<file path="src/rtl/irqd_pkg.sv">
package irqd_pkg;
  localparam int unsigned ADDR_W           = 12;
  localparam int unsigned ID_W             = 10;
  localparam int unsigned PRIO_BITS        = 4;
  localparam int unsigned FIXED_EDGE_LINES = 16;
  localparam logic [ID_W-1:0] ID_NONE      = 10'd1023;
  localparam logic [7:0]      PRIO_IDLE    = 8'hFF;

  typedef enum logic [3:0] {
    RG_NONE,
    RG_CTL,
    RG_TYPE,
    RG_EN_SET,
    RG_EN_CLR,
    RG_PD_SET,
    RG_PD_CLR,
    RG_PRIO,
    RG_TGT,
    RG_CFG
  } region_e;
endpackage

</file>
<file path="src/rtl/irqd_bus_decode.sv">
module irqd_bus_decode
  import irqd_pkg::*;
(
  input  logic [ADDR_W-1:0] addr,
  output region_e           region,
  output logic [4:0]        bit_word,
  output logic [7:0]        byte_word,
  output logic [5:0]        cfg_word
);
  always_comb begin
    bit_word  = addr[6:2];
    byte_word = addr[9:2];
    cfg_word  = addr[7:2];
    region    = RG_NONE;
    if (addr[1:0] == 2'b00) begin
      casez (addr[11:7])
        5'b00000: begin
          if (addr[6:2] == 5'd0)      region = RG_CTL;
          else if (addr[6:2] == 5'd1) region = RG_TYPE;
          else                        region = RG_NONE;
        end
        5'b00010: region = RG_EN_SET;
        5'b00011: region = RG_EN_CLR;
        5'b00100: region = RG_PD_SET;
        5'b00101: region = RG_PD_CLR;
        5'b01???: region = RG_PRIO;
        5'b10???: region = RG_TGT;
        5'b1100?: region = RG_CFG;
        default:  region = RG_NONE;
      endcase
    end
  end
endmodule

</file>
<file path="src/rtl/irqd_line.sv">
module irqd_line
  import irqd_pkg::*;
#(
  parameter int unsigned LINE_ID  = 0,
  parameter int unsigned NUM_CPUS = 2
) (
  input  logic                 clk,
  input  logic                 rst_n,
  input  logic                 irq_in,
  input  logic                 en_set,
  input  logic                 en_clr,
  input  logic                 pd_set,
  input  logic                 pd_clr,
  input  logic                 prio_we,
  input  logic [PRIO_BITS-1:0] prio_d,
  input  logic                 tgt_we,
  input  logic [NUM_CPUS-1:0]  tgt_d,
  input  logic                 cfg_we,
  input  logic                 cfg_edge,
  output logic                 enabled,
  output logic                 pending,
  output logic [PRIO_BITS-1:0] prio,
  output logic [NUM_CPUS-1:0]  target,
  output logic                 is_edge
);
  localparam logic FIXED = (LINE_ID < FIXED_EDGE_LINES);

  logic irq_q;
  logic latch_q;
  logic edge_q;
  logic rise;

  assign rise = irq_in & ~irq_q;

  always_ff @(posedge clk or negedge rst_n) begin
    if (!rst_n) begin
      irq_q   <= 1'b0;
      latch_q <= 1'b0;
      edge_q  <= FIXED;
      enabled <= 1'b0;
      prio    <= '0;
      target  <= '0;
    end else begin
      irq_q <= irq_in;
      if (pd_set || (edge_q && rise)) latch_q <= 1'b1;
      else if (pd_clr)                latch_q <= 1'b0;
      if (cfg_we) edge_q <= FIXED | cfg_edge;
      if (en_set)      enabled <= 1'b1;
      else if (en_clr) enabled <= 1'b0;
      if (prio_we) prio <= prio_d;
      if (tgt_we)  target <= tgt_d;
    end
  end

  assign pending = latch_q | (~edge_q & irq_q);
  assign is_edge = edge_q;

  AST_EDGE_STICKY: assert property (@(posedge clk) disable iff (!rst_n)
    (is_edge && pending && !pd_clr) |=> pending);
  AST_LEVEL_FOLLOWS: assert property (@(posedge clk) disable iff (!rst_n)
    (!is_edge && irq_in && !cfg_we) |=> pending);
  AST_ENABLE_CLEARED: assert property (@(posedge clk) disable iff (!rst_n)
    (en_clr && !en_set) |=> !enabled);
endmodule

</file>
<file path="src/rtl/irqd_select.sv">
module irqd_select
  import irqd_pkg::*;
#(
  parameter int unsigned NUM_LINES = 64
) (
  input  logic                                 clk,
  input  logic                                 rst_n,
  input  logic [NUM_LINES-1:0]                 eligible,
  input  logic [NUM_LINES-1:0][PRIO_BITS-1:0]  line_prio,
  output logic                                 out_valid,
  output logic [ID_W-1:0]                      out_id,
  output logic [7:0]                           out_prio
);
  logic                 best_found;
  logic [ID_W-1:0]      best_id;
  logic [PRIO_BITS-1:0] best_p;

  // Ascending scan with strict compare: lowest ID keeps a tie.
  always_comb begin
    best_found = 1'b0;
    best_id    = ID_NONE;
    best_p     = '1;
    for (int i = 0; i < NUM_LINES; i++) begin
      if (eligible[i] && (!best_found || (line_prio[i] < best_p))) begin
        best_found = 1'b1;
        best_id    = ID_W'(i);
        best_p     = line_prio[i];
      end
    end
  end

  always_ff @(posedge clk or negedge rst_n) begin
    if (!rst_n) begin
      out_valid <= 1'b0;
      out_id    <= ID_NONE;
      out_prio  <= PRIO_IDLE;
    end else begin
      out_valid <= best_found;
      out_id    <= best_found ? best_id : ID_NONE;
      out_prio  <= best_found ? {best_p, 4'b0000} : PRIO_IDLE;
    end
  end

  AST_ID_IN_RANGE: assert property (@(posedge clk) disable iff (!rst_n)
    out_valid |-> (out_id < ID_W'(NUM_LINES)));
  AST_EMPTY_IDLES: assert property (@(posedge clk) disable iff (!rst_n)
    (eligible == '0) |=> (!out_valid && out_id == ID_NONE));
endmodule

</file>
<file path="src/rtl/irq_distributor.sv">
module irq_distributor
  import irqd_pkg::*;
#(
  parameter int unsigned NUM_LINES = 64,
  parameter int unsigned NUM_CPUS  = 2
) (
  input  logic                     clk,
  input  logic                     rst_n,
  input  logic                     bus_wr,
  input  logic                     bus_rd,
  input  logic [ADDR_W-1:0]        bus_addr,
  input  logic [31:0]              bus_wdata,
  input  logic [3:0]               bus_be,
  output logic [31:0]              bus_rdata,
  input  logic [NUM_LINES-1:0]     irq_in,
  output logic [NUM_CPUS-1:0]      cpu_valid,
  output logic [NUM_CPUS*ID_W-1:0] cpu_id,
  output logic [NUM_CPUS*8-1:0]    cpu_prio
);
  localparam logic [4:0] LINE_CODE = 5'(NUM_LINES / 32 - 1);
  localparam logic [2:0] CPU_CODE  = 3'(NUM_CPUS - 1);

  region_e    region;
  logic [4:0] bit_word;
  logic [7:0] byte_word;
  logic [5:0] cfg_word;
  logic       glob_en;
  logic [31:0] rd_word;

  logic [NUM_LINES-1:0]                en_vec;
  logic [NUM_LINES-1:0]                pend_vec;
  logic [NUM_LINES-1:0]                edge_vec;
  logic [NUM_LINES-1:0][PRIO_BITS-1:0] prio_arr;
  logic [NUM_LINES-1:0][NUM_CPUS-1:0]  tgt_arr;

  irqd_bus_decode u_decode (
    .addr      (bus_addr),
    .region    (region),
    .bit_word  (bit_word),
    .byte_word (byte_word),
    .cfg_word  (cfg_word)
  );

  always_ff @(posedge clk or negedge rst_n) begin
    if (!rst_n) glob_en <= 1'b0;
    else if (bus_wr && region == RG_CTL && bus_be[0]) glob_en <= bus_wdata[0];
  end

  for (genvar i = 0; i < NUM_LINES; i++) begin : g_line
    localparam logic [4:0] BW   = 5'(i / 32);
    localparam int unsigned BB  = i % 32;
    localparam logic [7:0] PW   = 8'(i / 4);
    localparam int unsigned PL  = i % 4;
    localparam logic [5:0] CW   = 6'(i / 16);
    localparam int unsigned CB  = 2 * (i % 16) + 1;

    logic bit_hit;
    logic byte_hit;
    logic cfg_hit;

    assign bit_hit  = bus_wr && (bit_word == BW) && bus_be[BB/8] && bus_wdata[BB];
    assign byte_hit = bus_wr && (byte_word == PW) && bus_be[PL];
    assign cfg_hit  = bus_wr && (region == RG_CFG) && (cfg_word == CW) && bus_be[CB/8];

    irqd_line #(
      .LINE_ID  (i),
      .NUM_CPUS (NUM_CPUS)
    ) u_line (
      .clk      (clk),
      .rst_n    (rst_n),
      .irq_in   (irq_in[i]),
      .en_set   (bit_hit && region == RG_EN_SET),
      .en_clr   (bit_hit && region == RG_EN_CLR),
      .pd_set   (bit_hit && region == RG_PD_SET),
      .pd_clr   (bit_hit && region == RG_PD_CLR),
      .prio_we  (byte_hit && region == RG_PRIO),
      .prio_d   (bus_wdata[PL*8+4 +: PRIO_BITS]),
      .tgt_we   (byte_hit && region == RG_TGT),
      .tgt_d    (bus_wdata[PL*8 +: NUM_CPUS]),
      .cfg_we   (cfg_hit),
      .cfg_edge (bus_wdata[CB]),
      .enabled  (en_vec[i]),
      .pending  (pend_vec[i]),
      .prio     (prio_arr[i]),
      .target   (tgt_arr[i]),
      .is_edge  (edge_vec[i])
    );
  end

  for (genvar c = 0; c < NUM_CPUS; c++) begin : g_cpu
    logic [NUM_LINES-1:0] elig;
    always_comb begin
      for (int i = 0; i < NUM_LINES; i++)
        elig[i] = glob_en & en_vec[i] & pend_vec[i] & tgt_arr[i][c];
    end

    irqd_select #(
      .NUM_LINES (NUM_LINES)
    ) u_select (
      .clk       (clk),
      .rst_n     (rst_n),
      .eligible  (elig),
      .line_prio (prio_arr),
      .out_valid (cpu_valid[c]),
      .out_id    (cpu_id[c*ID_W +: ID_W]),
      .out_prio  (cpu_prio[c*8 +: 8])
    );
  end

  always_comb begin
    rd_word = '0;
    case (region)
      RG_CTL:  rd_word[0] = glob_en;
      RG_TYPE: rd_word[7:0] = {CPU_CODE, LINE_CODE};
      default: begin
        for (int i = 0; i < NUM_LINES; i++) begin
          if ((region == RG_EN_SET || region == RG_EN_CLR) && bit_word == 5'(i / 32))
            rd_word[i % 32] = en_vec[i];
          if ((region == RG_PD_SET || region == RG_PD_CLR) && bit_word == 5'(i / 32))
            rd_word[i % 32] = pend_vec[i];
          if (region == RG_PRIO && byte_word == 8'(i / 4))
            rd_word[(i % 4)*8 +: 8] = {prio_arr[i], 4'b0000};
          if (region == RG_TGT && byte_word == 8'(i / 4))
            rd_word[(i % 4)*8 +: 8] = 8'(tgt_arr[i]);
          if (region == RG_CFG && cfg_word == 6'(i / 16))
            rd_word[2*(i % 16)+1] = edge_vec[i];
        end
      end
    endcase
  end

  always_ff @(posedge clk or negedge rst_n) begin
    if (!rst_n)      bus_rdata <= '0;
    else if (bus_rd) bus_rdata <= rd_word;
  end

  AST_GATED_OFF: assert property (@(posedge clk) disable iff (!rst_n)
    !glob_en |=> (cpu_valid == '0));
endmodule

</file>
<file path="config.mk">
export PLATFORM = sky130hd
export DESIGN_NAME = irq_distributor
export DESIGN_NICKNAME = d
export VERILOG_FILES = /design/src/rtl/irqd_pkg.sv /design/src/rtl/irqd_bus_decode.sv /design/src/rtl/irqd_line.sv /design/src/rtl/irqd_select.sv /design/src/rtl/irq_distributor.sv
export SDC_FILE = /design/constraint.sdc
export NUM_CORES = 2
export LEC_CHECK = 0
export BUFFER_PORTS_ARGS = -buffer_cell sky130_fd_sc_hd__clkbuf_2
export CAP_MARGIN = 5
export CORE_MARGIN = 2
export CORE_UTILIZATION = 39
export CTS_CLUSTER_DIAMETER = 150
export DETAILED_ROUTE_END_ITERATION = 7
export MAX_ROUTING_LAYER = met4
export PLACE_DENSITY = 0.58
export SETUP_SLACK_MARGIN = 0.02
export SKIP_LAST_GASP = 1
export SLEW_MARGIN = 20
export SYNTH_ARGS = -nofsm -noshare
export SYNTH_HDL_FRONTEND = slang
export SYNTH_SLANG_ARGS = --single-unit
</file>
<file path="constraint.sdc">
create_clock -name clk -period 106.9 [get_ports clk]
set_clock_uncertainty 0.05 [all_clocks]
set_input_delay 32.07 -clock clk [delete_from_list [all_inputs] [get_ports clk]]
set_output_delay 32.07 -clock clk [all_outputs]
set_load 0.02 [all_outputs]
</file>
## Word-level counts from Yosys, hierarchy flattened

Cells that the tools add are included.
W data, S select, Z words.

| storage, ports and cells | value |
|---|---|
| output and inout bits | 70 |
| logic and storage cells | 3267 |
| register bits after elaboration | 695 |

| operators by class | value |
|---|---|
| bitwise gates (word level) | 528 |
| reductions and logical operators | 1222 |
| equality and inequality tests | 35 |
| $lt $le $gt $ge | 126 |
| multiplexer cells | 980 |

Operator list:

| operator | number |
|---|---|
| $mux W10 | 130 |
| $mux W8 | 139 |
| $logic_and A1 B1 Y1 | 770 |
| $mux W1 | 576 |
| $mux W4 | 130 |
| $lt A4 B4 Y1 | 126 |
| $and A1 B1 Y1 | 368 |
| $reduce_bool A2 Y1 | 128 |
| $logic_or A1 B1 Y1 | 192 |
| $logic_not A1 Y1 | 126 |
| $not A1 Y1 | 112 |
| $eq A8 B4 Y1 const B | 8 |
| $or A1 B1 Y1 | 48 |
| $eq A8 B3 Y1 const B | 4 |
| $pmux W4 S8 | 1 |
| $mux W24 | 1 |
| $eq A4 B3 Y1 const B | 4 |
| $eq A8 B2 Y1 const B | 2 |
| $pmux W7 S2 | 1 |
| $eq A4 B4 Y1 const B | 3 |
| $eq A6 B2 Y1 const B | 2 |
| $eq A5 B2 Y1 const B | 2 |
| $eq A5 B3 Y1 const B | 2 |
| $logic_not A5 Y1 | 2 |
| 13 further kinds | 14 |

## Logic depth before layout (Yosys ltp)

| depth | value |
|---|---|
| word-level depth | 257 |
| depth in mapped cells | 533 |
| gate-level depth less buffers | 511 |

## Hierarchy

Synthesis repeated with hierarchy kept, for this count alone.

| unflattened totals | value |
|---|---|
| cells, all modules | 8158 |
| area, all modules | 68966.1 um2 |

Modules (own cells, without submodules):

| module | area each (um2) | instances | cells each |
|---|---|---|---|
| irqd_select (g_cpu[0].u_select) | 17878.4 | 1 | 2525 |
| irqd_line (g_line[16].u_line ...) | 369.1 | 48 | 26 |
| irqd_select (g_cpu[1].u_select) | 17670.7 | 1 | 2490 |
| irq_distributor | 10044.6 | 1 | 1497 |
| irqd_line (g_line[0].u_line ...) | 332.8 | 16 | 22 |
| irqd_bus_decode | 330.3 | 1 | 46 |

## Least setup slack after synthesis

Ideal clock, no wire load.

| path | value |
|---|---|
| kind | register to register |
| from | register glob_en |
| to | register g_cpu[0].u_select.out_prio[4] |
| buffers on the path | 22 |
| arrival | 88533 ps |
| library setup time | 85 ps |
| clock period less this slack | 88667 ps |
| stages on the path, launching flop included | 489 |
| setup slack | 18233 ps |
| path through | dfrtp_1 buf_6 nand4_2 nor2_1 ha_1 o2111ai_1 a211oi_2 a2bb2oi_1 nor2_1 a21oi_1 inv_1 ha_1 o211ai_1 a221oi_1 nor2_1 nand2_1 nand2_1 o21ai_0 [... 453 more ...] mux2_4 ha_1 a21oi_1 nor3b_1 a21oi_2 mux2_4 ha_1 a2111o_1 o31a_2 mux2_4 ha_1 a21o_1 a21oi_1 nor4bb_1 a21oi_1 o31a_1 buf_6 mux2_1 |

| between the ends | value |
|---|---|
| word-level cells in the longest chain between the ends | 257 |

RTL lines:

| element | line | RTL |
|---|---|---|
| start, declared | irq_distributor.sv:27 | `logic glob_en;` |
| start signal, assigned | irq_distributor.sv:46 | `else if (bus_wr && region == RG_CTL && bus_be[0]) glob_en <= bus_wdata[0];` |
| $and A1 B1 Y1 (3 in a row) | irq_distributor.sv:94 | `elig[i] = glob_en & en_vec[i] & pend_vec[i] & tgt_arr[i][c];` |
| $mux W4 / $mux W1 (equally long branches) | irqd_select.sv:24 | `if (eligible[i] && (!best_found \|\| (line_prio[i] < best_p))) begin` |
| $lt A4 B4 Y1 / $logic_not A1 Y1 (equally long branches) | irqd_select.sv:24 |  |
| $logic_or A1 B1 Y1 | irqd_select.sv:24 |  |
| $logic_and A1 B1 Y1 | irqd_select.sv:24 |  |
| $mux W4 / $mux W1 (equally long branches) | irqd_select.sv:24 |  |
| $lt A4 B4 Y1 / $logic_not A1 Y1 (equally long branches) | irqd_select.sv:24 |  |
| $logic_or A1 B1 Y1 | irqd_select.sv:24 |  |
| [... 239 more ...] | n/a |  |
| $logic_or A1 B1 Y1 | irqd_select.sv:24 |  |
| $logic_and A1 B1 Y1 | irqd_select.sv:24 |  |
| $mux W4 / $mux W1 (equally long branches) | irqd_select.sv:24 |  |
| $lt A4 B4 Y1 / $logic_not A1 Y1 (equally long branches) | irqd_select.sv:24 |  |
| $logic_or A1 B1 Y1 | irqd_select.sv:24 |  |
| $logic_and A1 B1 Y1 | irqd_select.sv:24 |  |
| $mux W4 / $mux W1 (equally long branches) | irqd_select.sv:24 |  |
| $mux W8 * | irqd_select.sv:40 | `out_prio <= best_found ? {best_p, 4'b0000} : PRIO_IDLE;` |
| end signal, assigned | irqd_select.sv:40 |  |
| end, declared | irqd_select.sv:12 | `output logic [7:0] out_prio` |

Every way passes the cells marked *; elsewhere a longest branch is shown, timed or not.
A chain may end at the register's enable or synchronous reset.

## Final worst setup path

| path | value |
|---|---|
| from | register glob_en |
| to | register g_cpu[0].u_select.out_id[3] |

| between the ends | value |
|---|---|
| word-level cells in the longest chain between the ends | 257 |

RTL lines:

| element | line | RTL |
|---|---|---|
| $and A1 B1 Y1 (3 in a row) | irq_distributor.sv:94 |  |
| $mux W4 / $mux W1 (equally long branches) | irqd_select.sv:24 |  |
| $lt A4 B4 Y1 / $logic_not A1 Y1 (equally long branches) | irqd_select.sv:24 |  |
| $logic_or A1 B1 Y1 | irqd_select.sv:24 |  |
| $logic_and A1 B1 Y1 | irqd_select.sv:24 |  |
| $mux W4 / $mux W1 (equally long branches) | irqd_select.sv:24 |  |
| $lt A4 B4 Y1 / $logic_not A1 Y1 (equally long branches) | irqd_select.sv:24 |  |
| $logic_or A1 B1 Y1 | irqd_select.sv:24 |  |
| [... 239 more ...] | n/a |  |
| $logic_or A1 B1 Y1 | irqd_select.sv:24 |  |
| $logic_and A1 B1 Y1 | irqd_select.sv:24 |  |
| $mux W4 / $mux W1 (equally long branches) | irqd_select.sv:24 |  |
| $lt A4 B4 Y1 / $logic_not A1 Y1 (equally long branches) | irqd_select.sv:24 |  |
| $logic_or A1 B1 Y1 | irqd_select.sv:24 |  |
| $logic_and A1 B1 Y1 | irqd_select.sv:24 |  |
| $mux W10 / $mux W1 (equally long branches) | irqd_select.sv:24 |  |
| $mux W10 * | irqd_select.sv:39 | `out_id <= best_found ? best_id : ID_NONE;` |
| end signal, assigned | irqd_select.sv:39 |  |
| end, declared | irqd_select.sv:11 | `output logic [ID_W-1:0] out_id,` |

Marks and branches as above.

==> impl_metrics.env <==
export IMPL_synth_edf_count=0
export IMPL_numPortBuffers=185
export IMPL_ios=186
export IMPL_yosysSeqAreaShare_pct=27.24
export IMPL_fin_setup_tns_ns=0
export IMPL_area_growth_pct=7.003
export IMPL_setup_viol=0
export IMPL_critPathCaptureType="flip-flop"
export IMPL_cts_made_buffers=77
export IMPL_drtIter0Drc=8812
export IMPL_initial_core_util_pct=39.16
export IMPL_insertion_delay_ns=0.67
export IMPL_gp_congestion=1.041
export IMPL_r2r_end="g_cpu[0].u_select.out_id[3]"
export IMPL_pwr_share_seq_pct=45.1
export IMPL_hp_start="g_line[5].u_line.irq_q"
export IMPL_min_period_over_period_pct=92.72
export IMPL_cts_tree="done"
export IMPL_power_internal_w=0.0004307
export IMPL_status="finished with violations"
export IMPL_yosysWarnings=0
export IMPL_synth_area_per_cell_um2=8.438
export IMPL_grt_max_degree=184
export IMPL_slowest_delay_ns=0.58
export IMPL_synth_net_count=7680
export IMPL_critPathArrivalTime_ns=99.60
export IMPL_p_leak_nw=28.71
export IMPL_h_tree_depth=3
export IMPL_ys_async_sr_fraction_pct=100.0
export IMPL_die_w_um=404.8
export IMPL_grt_total_usage_pct=35.97
export IMPL_synthDistinctLibCells=196
export IMPL_wl_per_cell_um=30.93
export IMPL_cp_depth=473
export IMPL_dp_hpwl_mm=225.4
export IMPL_hold_class="flip-flop to flip-flop"
export IMPL_p_total_w=0.0005793
export IMPL_drt_wl_total_mm=296.7
export IMPL_p_per_area_nw_per_um2=8.640
export IMPL_antenna_found_initial=24
export IMPL_hold_depth=1
export IMPL_max_freq_mhz=10.09
export IMPL_r2r_cells=473
export IMPL_post_layout_nonfiller_instances=9593
export IMPL_worst_path_most_repeated_cell="ha_1"
export IMPL_worst_path_buf_inv=27
export IMPL_nNetsFinal=7681
export IMPL_finalHoldViolCount=0
export IMPL_netlist_instances=7426
export IMPL_first_pass_iters=8
export IMPL_slew_violations=0
export IMPL_hold_end="g_line[5].u_line.latch_q"
export IMPL_drive_gt1_share_pct=20.24
export IMPL_cts_sinks=681
export IMPL_synth_top_area_cell="dfrtp_1"
export IMPL_die_area_um2=163900
export IMPL_violations="DRC"
export IMPL_yosys_area_top_type_share_pct=26.32
export IMPL_worstSetupPathType="flip-flop to flip-flop"
export IMPL_num_rows=147
export IMPL_peakVddDrop_v=0.00001121
export IMPL_r2r_slack_ns=7.79
export IMPL_clockBufferDepth=3
export IMPL_synth_area_leaders="dfrtp_1, mux2_2, nand2_1, o21ai_0, nor2_1"
export IMPL_start_kind="flip-flop"
export IMPL_swShare_pct=25.65
export IMPL_p_sw_w=0.0001486
export IMPL_cpMaxStageDelayCell="dfrtp_4"
export IMPL_power_frac_clock_pct=49.8
export IMPL_grt_pass1_vias=59994
export IMPL_fin_crit_ns=99.11
export IMPL_ys_ff_latch=681
export IMPL_crit_required_ns=107.38
export IMPL_cp_max_fo=21
export IMPL_crit_family="compound AO/OA/AOI/OAI gates"
export IMPL_vias_per_cell=6.750
export IMPL_route_detailed_drc=2
export IMPL_max_cap_viol_count=0
export IMPL_grt_ovfl_total=0
export IMPL_worst_slew_pin_transition_ns=1.233
export IMPL_grt_pass1_wl_mm=425.5
export IMPL_ant_nets=0
export IMPL_pwr_share_comb_pct=5.1
export IMPL_syn_area_um2=62660
export IMPL_dp_cells=9422
export IMPL_ys_flop_type="dfrtp_1"
export IMPL_worstReg2RegStart="glob_en"
export IMPL_die_y_um=404.8
export IMPL_cts_root_buffer="clkbuf_16"
export IMPL_relSlewSlack_pct=17.59
export IMPL_utilization_pct=41.90
export IMPL_clk_pin_slew_worst_paths_ns=0.06
export IMPL_vias=64756
export IMPL_core_area_um2=160000
==> synth_stat cells, types with 39 or more instances <==
cell type	number
a21o_2	40
maj3_1	49
or2_2	60
and3_1	50
ha_1	138
o21a_1	43
a31oi_1	97
o22ai_1	86
inv_1	348
nand2b_1	61
a211oi_1	73
a21o_1	73
o21ai_0	584
a21oi_1	401
nor2_1	601
o221ai_1	39
clkbuf_1	149
mux2_2	424
o31ai_1	50
nand4_1	161
mux2i_1	150
a221oi_1	71
nand3b_1	58
nand3_1	216
buf_4	43
a22oi_1	91
nand2_1	837
dfrtp_1	659
o211ai_1	143
clkbuf_8	78
nor3_1	148
and2_1	54
o21ai_1	41
==> power groups by stage <==
stage	Clock, W	Sequential (W)	Combinational, W
after CTS	0.000287	0.000261	0.0000277
after global placement	0	0.000266	0.0000275
after floorplan	0	0.000265	0.00000726
final	0.000289	0.000261	0.0000295
after detailed placement	0	0.000266	0.0000276
after global routing	0.000298	0.000261	0.0000294
==> how the worst max path moves through the flow <==
stage | startpoint | endpoint | slack [ns]
finish | glob_en | g_cpu[0].u_select.out_id[3] | 7.79
global route | glob_en | g_cpu[0].u_select.out_id[3] | -0.02
CTS | glob_en | g_cpu[0].u_select.out_id[3] | 5.95
detailed placement | glob_en | g_cpu[0].u_select.out_id[3] | 6.42
global placement | glob_en | g_cpu[0].u_select.out_id[3] | 9.15
floorplan | glob_en | g_cpu[0].u_select.out_prio[4] | 18.23
==> logic make-up (layout without fill, tap and decap cells) <==
family | Yosys count | in the layout | share of synthesized area [%]
AND/OR/NAND/NOR | 2630 | 2630 | 21.06
multiplexers | 631 | 631 | 11.38
other | 0 | 21 | 0
XOR/XNOR | 42 | 42 | 0.6230
adder cells (fa/ha/maj) | 194 | 194 | 3.664
flip-flops | 681 | 681 | 27.24
buffers and inverters | 719 | 779 | 6.721
AO/OA/AOI/OAI | 2529 | 2529 | 29.31
==> layer usage <==
metal	vias to the layer above	global-route usage, %	wire length (µm)
li1	28202	-	-
met1	31962	47.26	121600
met2	3915	50.89	123300
met3	677	10.07	35760
met4	0	16.56	16000
met5	-	-	0
==> registers in the layout (all words and copies together), names as in the netlist <==
name and count:
bus_rdata 32, g_cpu.u_select.out_id 13, g_cpu.u_select.out_prio 9, g_cpu.u_select.out_valid 2
g_line.u_line.enabled 64, g_line.u_line.irq_q 64, g_line.u_line.is_edge 48, g_line.u_line.latch_q 64
g_line.u_line.prio 256, g_line.u_line.target 128, glob_en 1
==> placed cells by master (no fill, tap or decap), drive strengths merged, types with 91 or more instances in the layout <==
cell and count:
mux2 463, a31oi 101, and2 102, mux2i 166, ha 138, inv 350
nand3 221, nand2 845, o22ai 91, a22oi 97, a21o 115, clkbuf 291
o21ai 647, o211ai 155, buf 106, nor2 615, nand4 167, a21oi 430
dfrtp 659, nor3 156, a211oi 94
==> what timing repair did <==
item	in CTS	in global routing
endpoints found under the hold margin	0	0
setup buffers	0	12
gates resized for setup	0	23
endpoints found under the setup margin	0	10
hold buffers	0	0
==> layout make-up <==
type / count / area, µm²
fillers: 16296 / 92970
multi-input cells: 6026 / 41590
flip-flops and latches: 681 / 17070
well taps: 2086 / 2610
clock buffers: 107 / 2233
repair buffers: 290 / 1737
inverters: 351 / 1319
clock inverters: 31 / 440.4
diodes: 21 / 52.55
==> per-stage QoR <==
| step | area (µm²) | setup WS (ns) | hold slack (ns) |
|---|---|---|---|
| 2_1_floorplan | 62660 | 18.23 | 0.4038 |
| 3_3_place_gp | 64100 | 9.149 | 0.4069 |
| 3_5_place_dp | 64110 | 6.418 | 0.4207 |
| 4_1_cts | 66780 | 5.953 | 0.4291 |
| 5_1_grt | 67040 | -0.02277 | 0.4375 |
| 6_report | 67050 | 7.786 | 0.4241 |
No activity file was read; power rests on OpenSTA's default activity.
